### src/rtl/cache_event_monitor_pkg.sv
package cache_event_monitor_pkg;
  localparam int unsigned NUM_MON = 2;
  localparam int unsigned MON_HIT = 0;
  localparam int unsigned MON_MISS = 1;
  localparam int unsigned CLR_OFFSET = 2;
  localparam int unsigned CTRL_W = NUM_MON + CLR_OFFSET;
endpackage

### src/rtl/sat_event_counter.sv
module sat_event_counter #(
  parameter int unsigned WIDTH = 32
) (
  input  logic             clk,
  input  logic             rst,
  input  logic             en,
  input  logic             clr,
  input  logic             evt,
  output logic [WIDTH-1:0] count
);
  localparam logic [WIDTH-1:0] MAXV = '1;

  always_ff @(posedge clk) begin
    if (rst || clr) begin
      count <= '0;
    end else if (en && evt && (count != MAXV)) begin
      count <= count + 1'b1;
    end
  end

  p_clear_wins_r5: assert property (@(posedge clk) disable iff (rst)
    clr |=> (count == '0));
  p_no_overflow_r3: assert property (@(posedge clk) disable iff (rst)
    (count == MAXV && !clr) |=> (count == MAXV));
  p_hold_when_off_r4: assert property (@(posedge clk) disable iff (rst)
    (!en && !clr) |=> $stable(count));
  p_step_one_r2: assert property (@(posedge clk) disable iff (rst)
    (en && evt && !clr && count != MAXV) |=> (count == $past(count) + 1'b1));
endmodule

### src/rtl/monitor_read_port.sv
module monitor_read_port #(
  parameter int unsigned WIDTH = 32
) (
  input  logic             clk,
  input  logic             rst,
  input  logic             rd_req,
  input  logic             rd_sel,
  input  logic [WIDTH-1:0] hit_val,
  input  logic [WIDTH-1:0] miss_val,
  output logic [WIDTH-1:0] rd_data
);
  always_ff @(posedge clk) begin
    if (rst) begin
      rd_data <= '0;
    end else if (rd_req) begin
      rd_data <= rd_sel ? miss_val : hit_val;
    end
  end

  p_read_hold_r7: assert property (@(posedge clk) disable iff (rst)
    !rd_req |=> $stable(rd_data));
endmodule

### src/rtl/cache_event_monitor.sv
module cache_event_monitor
  import cache_event_monitor_pkg::*;
#(
  parameter int unsigned CNT_W = 32
) (
  input  logic              clk,
  input  logic              rst,
  input  logic [CTRL_W-1:0] ctrl,
  input  logic              hit_evt,
  input  logic              miss_evt,
  input  logic              rd_req,
  input  logic              rd_sel,
  output logic [CNT_W-1:0]  rd_data
);
  logic [NUM_MON-1:0] evt_vec;
  logic [CNT_W-1:0]   cnt [NUM_MON];

  assign evt_vec[MON_HIT]  = hit_evt;
  assign evt_vec[MON_MISS] = miss_evt;

  for (genvar g = 0; g < NUM_MON; g++) begin : g_mon
    sat_event_counter #(.WIDTH(CNT_W)) u_cnt (
      .clk   (clk),
      .rst   (rst),
      .en    (ctrl[g]),
      .clr   (ctrl[g+CLR_OFFSET]),
      .evt   (evt_vec[g]),
      .count (cnt[g])
    );
  end

  monitor_read_port #(.WIDTH(CNT_W)) u_rd (
    .clk      (clk),
    .rst      (rst),
    .rd_req   (rd_req),
    .rd_sel   (rd_sel),
    .hit_val  (cnt[MON_HIT]),
    .miss_val (cnt[MON_MISS]),
    .rd_data  (rd_data)
  );

  p_excl_strobes_r6: assert property (@(posedge clk) disable iff (rst)
    !(hit_evt && miss_evt));
  p_miss_isolated_r6: assert property (@(posedge clk) disable iff (rst)
    (!miss_evt && !ctrl[MON_MISS+CLR_OFFSET]) |=> $stable(cnt[MON_MISS]));
endmodule

### config.mk
export PLATFORM = sky130hd
export DESIGN_NAME = cache_event_monitor
export DESIGN_NICKNAME = d
export VERILOG_FILES = /design/src/rtl/cache_event_monitor_pkg.sv /design/src/rtl/sat_event_counter.sv /design/src/rtl/monitor_read_port.sv /design/src/rtl/cache_event_monitor.sv
export SDC_FILE = /design/constraint.sdc
export NUM_CORES = 1
export LEC_CHECK = 0
export BUFFER_PORTS_ARGS = -buffer_cell sky130_fd_sc_hd__buf_4
export CAP_MARGIN = 20
export CORE_MARGIN = 2
export CORE_UTILIZATION = 30
export CTS_BUF_LIST = sky130_fd_sc_hd__clkbuf_8 sky130_fd_sc_hd__clkbuf_16
export DETAILED_ROUTE_END_ITERATION = 12
export GPL_TIMING_DRIVEN = 0
export PLACE_DENSITY = 0.42
export SLEW_MARGIN = 20
export SYNTH_ARGS = -nofsm -noshare
export SYNTH_HDL_FRONTEND = slang
export SYNTH_HIERARCHICAL = 1
export SYNTH_SLANG_ARGS = --single-unit
### constraint.sdc
create_clock -name clk -period 5 [get_ports clk]
set_input_delay 0.25 -clock clk [delete_from_list [all_inputs] [get_ports clk]]
set_output_delay 0.25 -clock clk [all_outputs]
set_load 0.02 [all_outputs]
Word-level counts from Yosys, hierarchy flattened:

Index checks and enable logic that the tools add are counted.

* flip-flop bits (word level): 96
* input bits: 10
* output and inout bits: 32
* word-level logic and storage cells: 14

* $add $sub $neg: 2
* equality and inequality tests: 2
* muxes and demuxes: 1
* reduce and logical (&&, ||, !) cells: 6

Operators with widths (number)
* 32-bit by 1-bit adder with 32-bit output, second input constant: 2
* 32-bit != test, second input constant: 2
* 32-bit two-way mux: 1
* 1-bit logical AND: 4
* 1-bit logical OR: 2

Longest topological paths before layout:

Gate-level depths: netlist of the first run.

* depth after elaboration: 2
* depth in mapped cells: 8
* mapped depth without buffers: 6

Cells and area by module:

Netlist of the first run, hierarchy kept.

Modules (own cells, without submodules)
* sat_event_counter: instances 2, cells each 204, area each 1716.6 um^2, sequential area each 640.6 um^2
* monitor_read_port: instances 1, cells each 142, area each 1437.6 um^2, sequential area each 640.6 um^2

Worst setup path before layout of the first run:

Ideal clock, no wire load.

* path type: register -> register
* start point: register g_mon[1].u_cnt.count[0]
* end point: register g_mon[1].u_cnt.count[20]
* library setup time: 0.116 ns
* data arrival time: 2.059 ns
* data required time: 4.884 ns
* path slack: 2.824 ns
* stages on the path, launching flop included: 8
* buffers on the path: 1
* period minus slack after synthesis: 2.176 ns
* cell sequence: dfxtp_1 > ha_1 > clkbuf_1 > nand3_1 > or4_4 > a2111oi_4 > a31oi_1 > a41o_1

* longest elaborated chain between the ends: 2
* elaborated cells between the ends (all ways): 3
* those cells by class: add/sub: 1; eq/ne: 1; reduce/logical: 1

RTL lines
* from (decl): RTL line sat_event_counter.sv:9 `output logic [WIDTH-1:0] count`
* from (signal assigned): RTL line sat_event_counter.sv:17 `count <= count + 1'b1;`
* branches (longest 2 deep; another with 32-bit by 1-bit adder with 32-bit output)

Several ways; the timed one is not identified.
A chain may end at the register's enable or synchronous reset.

Worst setup path in the final report of the first run:

Ends and elaborated chain as after synthesis.

==> impl_metrics.json, run 1 <==
{
  "run_status": "finished clean",
  "finalCritPeriodShare_pct": 52.2,
  "tns_ns": 0,
  "path_clk_slew_ns": 0.07,
  "clockRootBuffer": "clkbuf_16",
  "ys.flop_type": "dfxtp_1",
  "drc_errors": 0,
  "grtUsageTotal_pct": 18.2,
  "cts_tree": "built",
  "worstPathArrival_ns": 2.85,
  "setup-violations-final": 0,
  "grt_util_met2_pct": 29.4,
  "post-dp-hpwl_mm": 11.2,
  "ys_top_cells_by_count": "dfxtp_1, nor2_1, a21oi_1",
  "worstHoldPathType": "input pin to flop",
  "drt_wl_total_mm": 15.2,
  "yosysMostFrequentCell": "dfxtp_1",
  "p_leak_nw": 1.92,
  "slew_viol_final": 0,
  "grt_max_degree": 17,
  "clock_path_buffers": 2,
  "rows": 46,
  "ys_seq_area_share_pct": 39.5,
  "busiest_layer": "met2",
  "fin_util_pct": 36.1,
  "drtPass1Iterations": 4,
  "finClkSkew_ns": 0.00572,
  "rr_worst_depth": 7,
  "die_h_um": 131,
  "worst-setup-path-type": "flop to flop",
  "syn_inst": 550,
  "htree_levels": 3,
  "areaGrowthSynthToFinish_pct": 17.8,
  "required_ns": 5.24,
  "ys_ff_latch": 96,
  "yosysTopAreaCell": "dfxtp_1",
  "period_needed_ns": 2.61,
  "final_nets": 613,
  "cts_hold_buf": 0,
  "grt.overflow.total": 0,
  "slew_headroom_pct": 28.8,
  "drtIter0Drc": 251,
  "viasPerCell": 5.34,
  "async_flop_share_pct": 0,
  "grt_pass1_wl_mm": 24.8,
  "worst_setup_path_end_kind": "flop",
  "wl_per_cell_um": 18.4,
  "postCtsSetupBuffers": 0,
  "power_density_mw_per_mm2": 281,
  "diodes": 0,
  "fmax_mhz": 383,
  "avgSynthCellArea_um2": 8.86,
  "ir_worst_vdd_mv": 0.158,
  "yosysWarningCount": 6,
  "met3_usage_pct": 2.82,
  "synth_area_leaders": "dfxtp_1, mux2i_1, a211oi_1, a21oi_1, nor2_1",
  "startpoint_type": "flop",
  "synth_cell_types": 43,
  "synth_area_mm2": 0.00487,
  "vias": 4387,
  "worst_pin_slew_ns": 1.06,
  "die_w_um": 131,
  "ios": 42,
  "numPortBuffers": 39,
  "cp_max_fo": 8,
  "antenna_found_initial": 0,
  "postRouteAntennaNets": 0,
  "clkLatencyLatePin_ns": 0.35,
  "start_util_pct": 30.7,
  "whs_path_depth": 3,
  "rsz0062_at_grt": "no",
  "synth_fp_nets": 562,
  "layout-drive-gt1-share_pct": 16.2,
  "core_area_mm2": 0.0159,
  "cts_buffers": 9,
  "synth_edf_count": 0,
  "hold_violations": 0,
  "die_area_mm2": 0.0173,
  "gp_congestion": 0.754,
  "grt_pass1_vias": 4350,
  "drv_cap": 0,
  "met1_usage_pct": 25.0,
  "synth.top_cell.area_share_pct": 39.5,
  "cts.sinks": 96,
  "cts_resized": 0
}
[per-stage QoR]
stage / instances / hold WS (ns) / power (W) / setup WS [ns] / instance area (um^2)
5_1_grt: 822 / 0.179 / 0.00169 / 2.21 / 5740
6_report: 822 / 0.184 / 0.00162 / 2.39 / 5740
2_1_floorplan: 550 / 0.323 / 0.000878 / 2.82 / 4870
4_1_cts: 822 / 0.170 / 0.00164 / 2.40 / 5740
3_3_place_gp: 805 / 0.479 / 0.000929 / 2.45 / 5430
3_5_place_dp: 806 / 0.480 / 0.000930 / 2.41 / 5440
[cell usage in the layout, fill, tap and decap left out, types with 16 or more instances in the layout]
| cell type | n |
|---|---|
| nand2_1 | 42 |
| nand4_1 | 16 |
| o21ai_0 | 30 |
| nor2_1 | 56 |
| clkbuf_1 | 16 |
| a211oi_1 | 34 |
| or3_1 | 22 |
| dfxtp_1 | 96 |
| nand3_1 | 26 |
| mux2i_1 | 34 |
| buf_4 | 41 |
| a21oi_1 | 44 |
[critical path, cell delays in order, from the launching register on]
cell and delay, ns:
dfxtp_1 0.45, ha_1 0.18, clkbuf_1 0.32, nand3_1 0.19, or4_4 0.50, a2111oi_4 0.48, a31oi_1 0.15, a41o_1 0.22
[layer usage]
metal / vias up / routed length, um / part of all wire [%]
met5: - / 0 / 0
met4: 0 / 216 / 1.4
met3: 15 / 445 / 2.9
met2: 72 / 7050 / 46
met1: 2098 / 7450 / 49
li1: 2202 / - / -
[where the power goes]
part	internal [W]	total [W]	switching [W]
Clock	0.000388	0.000704	0.000316
Combinational	0.0000466	0.000125	0.0000781
Sequential	0.000778	0.000786	0.00000839
[cell type report]
type	count	area, um^2
Multi-Input combinational cell	424	2770
Clock inverter	7	71.3
Sequential cell	96	1920
Timing Repair Buffer	40	300
Tap cell	216	270
Buffer	30	184
Clock buffer	9	225
Fill cell	1696	10100
[state kept, by name, indices dropped and copies added (netlist names)]
signal / cells
g_mon.u_cnt/count: 64
u_rd/rd_data: 32
[final timing paths]
| kind | from | endpoint | slack [ns] |
|---|---|---|---|
| max | g_mon[1].u_cnt/count[0]$_SDFFE_PP0P_ | g_mon[1].u_cnt/count[20]$_SDFFE_PP0P_ | 2.39 |
| min | ctrl[3] | g_mon[1].u_cnt/count[7]$_SDFFE_PP0P_ | 0.18 |
| max reg2reg | g_mon[1].u_cnt/count[0]$_SDFFE_PP0P_ | g_mon[1].u_cnt/count[20]$_SDFFE_PP0P_ | 2.39 |
| min reg2reg | u_rd/rd_data[22]$_SDFFE_PP0P_ | u_rd/rd_data[22]$_SDFFE_PP0P_ | 0.49 |
[kinds of logic (layout without fill, tap and decap cells)]
logic type	count (synthesis)	after routing	share of synthesized area [%]
xor gates and xnor gates	10	10	1.80
buffers and inverters	30	86	3.78
and+or+nand+nor	232	232	27.1
AOI/OAI and AO/OA	146	146	20.3
muxes	34	34	6.99
DFF	96	96	39.5
adders and majority gates	2	2	0.514
Power figures use the tool's default switching activity.
==> inputs of run 2 (changes only) <==
--- a/config.mk
+++ b/config.mk
@@ -5,6 +5,7 @@
 export SDC_FILE = /design/constraint.sdc
 export NUM_CORES = 1
 export LEC_CHECK = 0
+export ABC_AREA = 1
 export BUFFER_PORTS_ARGS = -buffer_cell sky130_fd_sc_hd__buf_4
 export CAP_MARGIN = 20
 export CORE_MARGIN = 2
==> constraint.sdc (replaced) <==
create_clock -name clk -period 2.45 [get_ports clk]
set_input_delay 0.1225 -clock clk [delete_from_list [all_inputs] [get_ports clk]]
set_output_delay 0.1225 -clock clk [all_outputs]
set_load 0.02 [all_outputs]
==> impl_metrics.json, run 2 <==
{
  "finClkSkew_ns": 0.00990,
  "finalCritPeriodShare_pct": 80.5,
  "post-dp-hpwl_mm": 13.7,
  "start_util_pct": 30.5,
  "yosysTopAreaCell": "dfxtp_1",
  "cts_tree": "built",
  "setup-violations-final": 0,
  "ios": 42,
  "core_area_mm2": 0.0186,
  "ys_ff_latch": 96,
  "synth.top_cell.area_share_pct": 34.0,
  "synth_cell_types": 26,
  "fillCellCount": 2121,
  "htree_levels": 3,
  "worstPathArrival_ns": 2.22,
  "slew_headroom_pct": 60.7,
  "multi_input_area_mm2": 0.00307,
  "clkLatencyLatePin_ns": 0.35,
  "grt_pass1_vias": 5268,
  "busiest_layer": "met2",
  "drtIter0Drc": 288,
  "drt_wl_total_mm": 17.7,
  "ir_worst_vdd_mv": 0.312,
  "grt_util_met2_pct": 31.3,
  "largest_register_ffs": 64,
  "register_area_mm2": 0.00192,
  "met1_usage_pct": 25.1,
  "worstHoldPathType": "input pin to flop",
  "p_leak_nw": 2.99,
  "path_clk_slew_ns": 0.07,
  "met3_usage_pct": 3.34,
  "slew_viol_final": 0,
  "hold_violations": 0,
  "cts_resized": 0,
  "avgSynthCellArea_um2": 5.95,
  "wl_per_cell_um": 14.3,
  "drtPass1Iterations": 5,
  "async_flop_share_pct": 0,
  "yosysMostFrequentCell": "nand2_1",
  "ys_seq_area_share_pct": 34.0,
  "fmax_mhz": 507,
  "yosysWarningCount": 6,
  "run_status": "finished clean",
  "finalPower_w": 0.00334,
  "ys.flop_type": "dfxtp_1",
  "numPortBuffers": 39,
  "drc_errors": 0,
  "worst-setup-path-type": "flop to flop",
  "startpoint_type": "flop",
  "layout_commonest_cell": "nand2_1",
  "period_needed_ns": 1.97,
  "required_ns": 2.70,
  "rsz0062_at_grt": "no",
  "layout-drive-gt1-share_pct": 9.63,
  "ys_top_cells_by_count": "nand2_1, nor2_1, inv_1",
  "vias": 5538,
  "antenna_found_initial": 0,
  "areaGrowthSynthToFinish_pct": 15.4,
  "die_w_um": 141,
  "grtUsageTotal_pct": 18.7,
  "clock_path_buffers": 2,
  "grt_max_degree": 16,
  "drv_cap": 0,
  "gp_congestion": 0.803,
  "grt_pass1_wl_mm": 29.0,
  "clockRootBuffer": "clkbuf_16",
  "grt.overflow.total": 0,
  "rows": 50,
  "syn_inst": 952,
  "postCtsSetupBuffers": 0,
  "regMostFlops": "g_mon.u_cnt/count",
  "viasPerCell": 4.46,
  "final_nets": 1014,
  "worst_setup_path_end_kind": "flop",
  "die_area_mm2": 0.0200,
  "power_density_mw_per_mm2": 511,
  "diodes": 0,
  "cts_buffers": 9,
  "synth_area_leaders": "dfxtp_1, nand2_1, nor2_1, nand3_1, inv_1",
  "synth_fp_nets": 964,
  "synth_area_mm2": 0.00566,
  "postRouteAntennaNets": 0,
  "worst_pin_slew_ns": 0.589,
  "die_h_um": 141,
  "cts_hold_buf": 0,
  "cts.sinks": 96,
  "cp_max_fo": 10,
  "tns_ns": 0,
  "synth_edf_count": 0,
  "reg.largest.list": "g_mon.u_cnt/count x64, u_rd/rd_data x32",
  "most-common-layout-cells": "nand2_1, nor2_1, inv_1, dfxtp_1, nand3_1"
}
-- run 2: changes by cell type after synthesis, moves of 20 or more --
cell,delta
nand3_1,+68
mux2i_1,-34
inv_1,+116
a211oi_1,-34
or3_1,-22
o21ai_0,-20
nor2_1,+174
nand2_1,+246
-- run 2: critical path, cell delays in order, from the launching register on --
cell and delay (ns):
dfxtp_1 0.40, ha_1 0.22, nand2_1 0.10, nor2_4 0.18
nand2_4 0.13, nor2_8 0.16, nand3_4 0.15, nand2_4 0.18
buf_8 0.16, nand2_1 0.05, nand2_1 0.07, nor2_1 0.05
-- run 2: kinds of logic after synthesis --
group	Yosys count	synth area share, %
compound gates	42	3.71
simple gates	650	48.2
buf+inv	150	11.8
flops	96	34.0
fa+ha+maj	2	0.442
xor+xnor	12	1.86
-- run 2: path summary, 6_finish.rpt --
kind	to	start	cells after the start	slack, ns
worst min register to register	g_mon[0].u_cnt/count[3]$_SDFFE_PP0P_	g_mon[0].u_cnt/count[3]$_SDFFE_PP0P_	2	0.50
worst max-delay path	g_mon[1].u_cnt/count[5]$_SDFFE_PP0P_	g_mon[1].u_cnt/count[0]$_SDFFE_PP0P_	11	0.48
worst min-delay path	g_mon[0].u_cnt/count[3]$_SDFFE_PP0P_	ctrl[2]	4	0.06
worst max register to register	g_mon[1].u_cnt/count[5]$_SDFFE_PP0P_	g_mon[1].u_cnt/count[0]$_SDFFE_PP0P_	11	0.48
-- run 2: final cells by class --
class,count,share of cell area (%)
Buffer,31,3.39
Sequential cell,96,29.4
Inverter,119,6.88
Clock buffer,11,3.87
Multi-Input combinational cell,706,47.0
Clock inverter,5,0.479
Timing Repair Buffer,39,4.48
Tap cell,234,4.48
-- run 2: per-stage QoR --
stage / cell area [um^2] / cells / setup slack (ns) / util [%] / hold WS, ns
after global placement: 6250 / 1225 / 0.486 / 33.6 / 0.440
after global routing: 6530 / 1241 / 0.271 / 35.1 / 0.0858
after detailed placement: 6250 / 1225 / 0.478 / 33.6 / 0.440
final: 6530 / 1241 / 0.478 / 35.1 / 0.0639
after CTS: 6530 / 1241 / 0.457 / 35.1 / 0.0520
after floorplan: 5660 / 952 / 0.823 / - / 0.271
-- run 2: power breakdown --
group	internal (W)	switching, W
Clock	0.000742	0.000655
Combinational	0.000120	0.000195
Sequential	0.00159	0.0000305
-- run 2: per-layer routing --
| metal | up-vias | routed length (um) |
|---|---|---|
| li1 | 3009 | - |
| met1 | 2458 | 8770 |
| met2 | 54 | 8390 |
| met3 | 17 | 361 |
| met4 | 0 | 220 |
| met5 | - | 0 |
==> inputs of run 3 (changes only) <==
==> constraint.sdc (replaced) <==
create_clock -name clk -period 1.92 [get_ports clk]
set_input_delay 0.096 -clock clk [delete_from_list [all_inputs] [get_ports clk]]
set_output_delay 0.096 -clock clk [all_outputs]
set_load 0.02 [all_outputs]
==> impl_metrics.json, run 3 (synthesized netlist as in run 2, its figures left out) <==
{
  "power_density_mw_per_mm2": 631,
  "grt_pass1_vias": 5300,
  "reg.largest.list": "g_mon.u_cnt/count x64, u_rd/rd_data x32",
  "worst-setup-path-type": "flop to flop",
  "rsz0062_at_grt": "yes",
  "ir_worst_vdd_mv": 0.399,
  "gp_congestion": 0.803,
  "register_area_mm2": 0.00194,
  "ios": 42,
  "path_clk_slew_ns": 0.07,
  "tns_ns": 0,
  "drv_cap": 0,
  "hold_violations": 0,
  "fillCellCount": 2109,
  "switching_share_pct": 26.4,
  "htree_levels": 3,
  "most-common-layout-cells": "nand2_1, nor2_1, inv_1, nand3_1, dfxtp_1",
  "drt_wl_total_mm": 18.2,
  "worstPathArrival_ns": 2.03,
  "final_cells": 1258,
  "final_nets": 1031,
  "largest_register_ffs": 64,
  "viasPerCell": 4.47,
  "grt_pass1_wl_mm": 29.1,
  "post-dp-hpwl_mm": 13.7,
  "layout-drive-gt1-share_pct": 12.9,
  "startpoint_type": "flop",
  "clkLatencyLatePin_ns": 0.35,
  "finalCritPeriodShare_pct": 93.0,
  "sequentialPowerShare_pct": 48.5,
  "cts_hold_buf": 0,
  "core_area_mm2": 0.0186,
  "regMostFlops": "g_mon.u_cnt/count",
  "required_ns": 2.17,
  "cts_tree": "built",
  "grtUsageTotal_pct": 18.8,
  "areaGrowthSynthToFinish_pct": 19.6,
  "dpl_cell_area_mm2": 0.00625,
  "diodes": 0,
  "clock_path_buffers": 2,
  "drtPass1Iterations": 5,
  "vias": 5625,
  "start_util_pct": 30.5,
  "worst_pin_slew_ns": 0.590,
  "rows": 50,
  "grt_max_degree": 16,
  "layout_commonest_cell": "nand2_1",
  "grt.overflow.total": 0,
  "die_h_um": 141,
  "power.switching_w": 0.00113,
  "multi_input_area_mm2": 0.00312,
  "finClkSkew_ns": 0.00919,
  "fin_area_mm2": 0.00677,
  "numPortBuffers": 39,
  "wl_per_cell_um": 14.4,
  "drtIter0Drc": 280,
  "postRouteAntennaNets": 0,
  "run_status": "finished clean",
  "setup-violations-final": 0,
  "worst_setup_path_end_kind": "flop",
  "clockRootBuffer": "clkbuf_16",
  "die_area_mm2": 0.0200,
  "cp_max_fo": 10,
  "p_leak_nw": 3.09,
  "slew_headroom_pct": 60.7,
  "p_clk_share_pct": 41.7,
  "cts.sinks": 96,
  "die_w_um": 141,
  "slew_viol_final": 0,
  "p_int_w": 0.00314,
  "fmax_mhz": 560,
  "cts_buffers": 9,
  "period_needed_ns": 1.79,
  "drc_errors": 0,
  "comb_power_share_pct": 9.8,
  "worstHoldPathType": "input pin to flop",
  "place_inst": 1225,
  "antenna_found_initial": 0
}
run 3: path summary, 6_finish.rpt:
path                                                             from                                    to  slack, ns  cells after the start
worst max-delay path            g_mon[1].u_cnt/count[24]$_SDFFE_PP0P_  g_mon[1].u_cnt/count[5]$_SDFFE_PP0P_       0.13                     10
worst min-delay path                                          ctrl[2]  g_mon[0].u_cnt/count[3]$_SDFFE_PP0P_       0.04                      4
worst max register to register  g_mon[1].u_cnt/count[24]$_SDFFE_PP0P_  g_mon[1].u_cnt/count[5]$_SDFFE_PP0P_       0.13                     10
worst min register to register   g_mon[0].u_cnt/count[3]$_SDFFE_PP0P_  g_mon[0].u_cnt/count[3]$_SDFFE_PP0P_       0.50                      2
run 3: area by class of cell:
cell class | instances | share of cell area [%]
multi-input cells | 707 | 46.1
flip-flops and latches | 96 | 28.7
inverters | 119 | 6.64
repair buffers | 55 | 6.42
well taps | 234 | 4.33
clock buffers | 11 | 3.73
plain buffers | 31 | 3.57
clock inverters | 5 | 0.462
run 3: routing by layer:
| layer | global-route usage, % | up-vias | wire, um |
|---|---|---|---|
| li1 | - | 3041 | - |
| met1 | 25.2 | 2515 | 8890 |
| met2 | 31.5 | 54 | 8560 |
| met3 | 3.34 | 15 | 470 |
| met4 | 4.37 | 0 | 249 |
| met5 | 0 | - | 0 |
run 3: critical path: stages (launching register included):
cell and delay, ns:
dfxtp_1 0.42, nand2_1 0.10, inv_1 0.08, nand3_1 0.06, nor2_1 0.35, nand3_4 0.20
nand2_8 0.15, buf_8 0.15, nand2_1 0.05, nand2_1 0.06, nor2_1 0.05
run 3: what timing repair did:
item,CTS,global route
resized for setup,10,25
pin swaps,1,7
setup endpoints to repair,34,60
setup buffers,5,10
cloned,0,2
run 3: through the flow:
step	utilization [%]	power (W)	hold slack (ns)	setup WS [ns]
after floorplan	-	0.00238	0.244	0.293
after global placement	33.6	0.00253	0.413	-0.0441
after detailed placement	33.6	0.00253	0.413	-0.0521
after CTS	35.5	0.00436	0.0255	0.00931
after global routing	36.4	0.00450	0.0593	-0.00899
final	36.4	0.00427	0.0374	0.134
run 3: power by group through the flow:
stage               Combinational [W]  Clock, W  Sequential, W
global placement             0.000408         0        0.00212
detailed placement           0.000408         0        0.00212
floorplan                    0.000230         0        0.00215
CTS                          0.000413   0.00187        0.00207
global route                 0.000475   0.00195        0.00208
finish                       0.000419   0.00178        0.00207
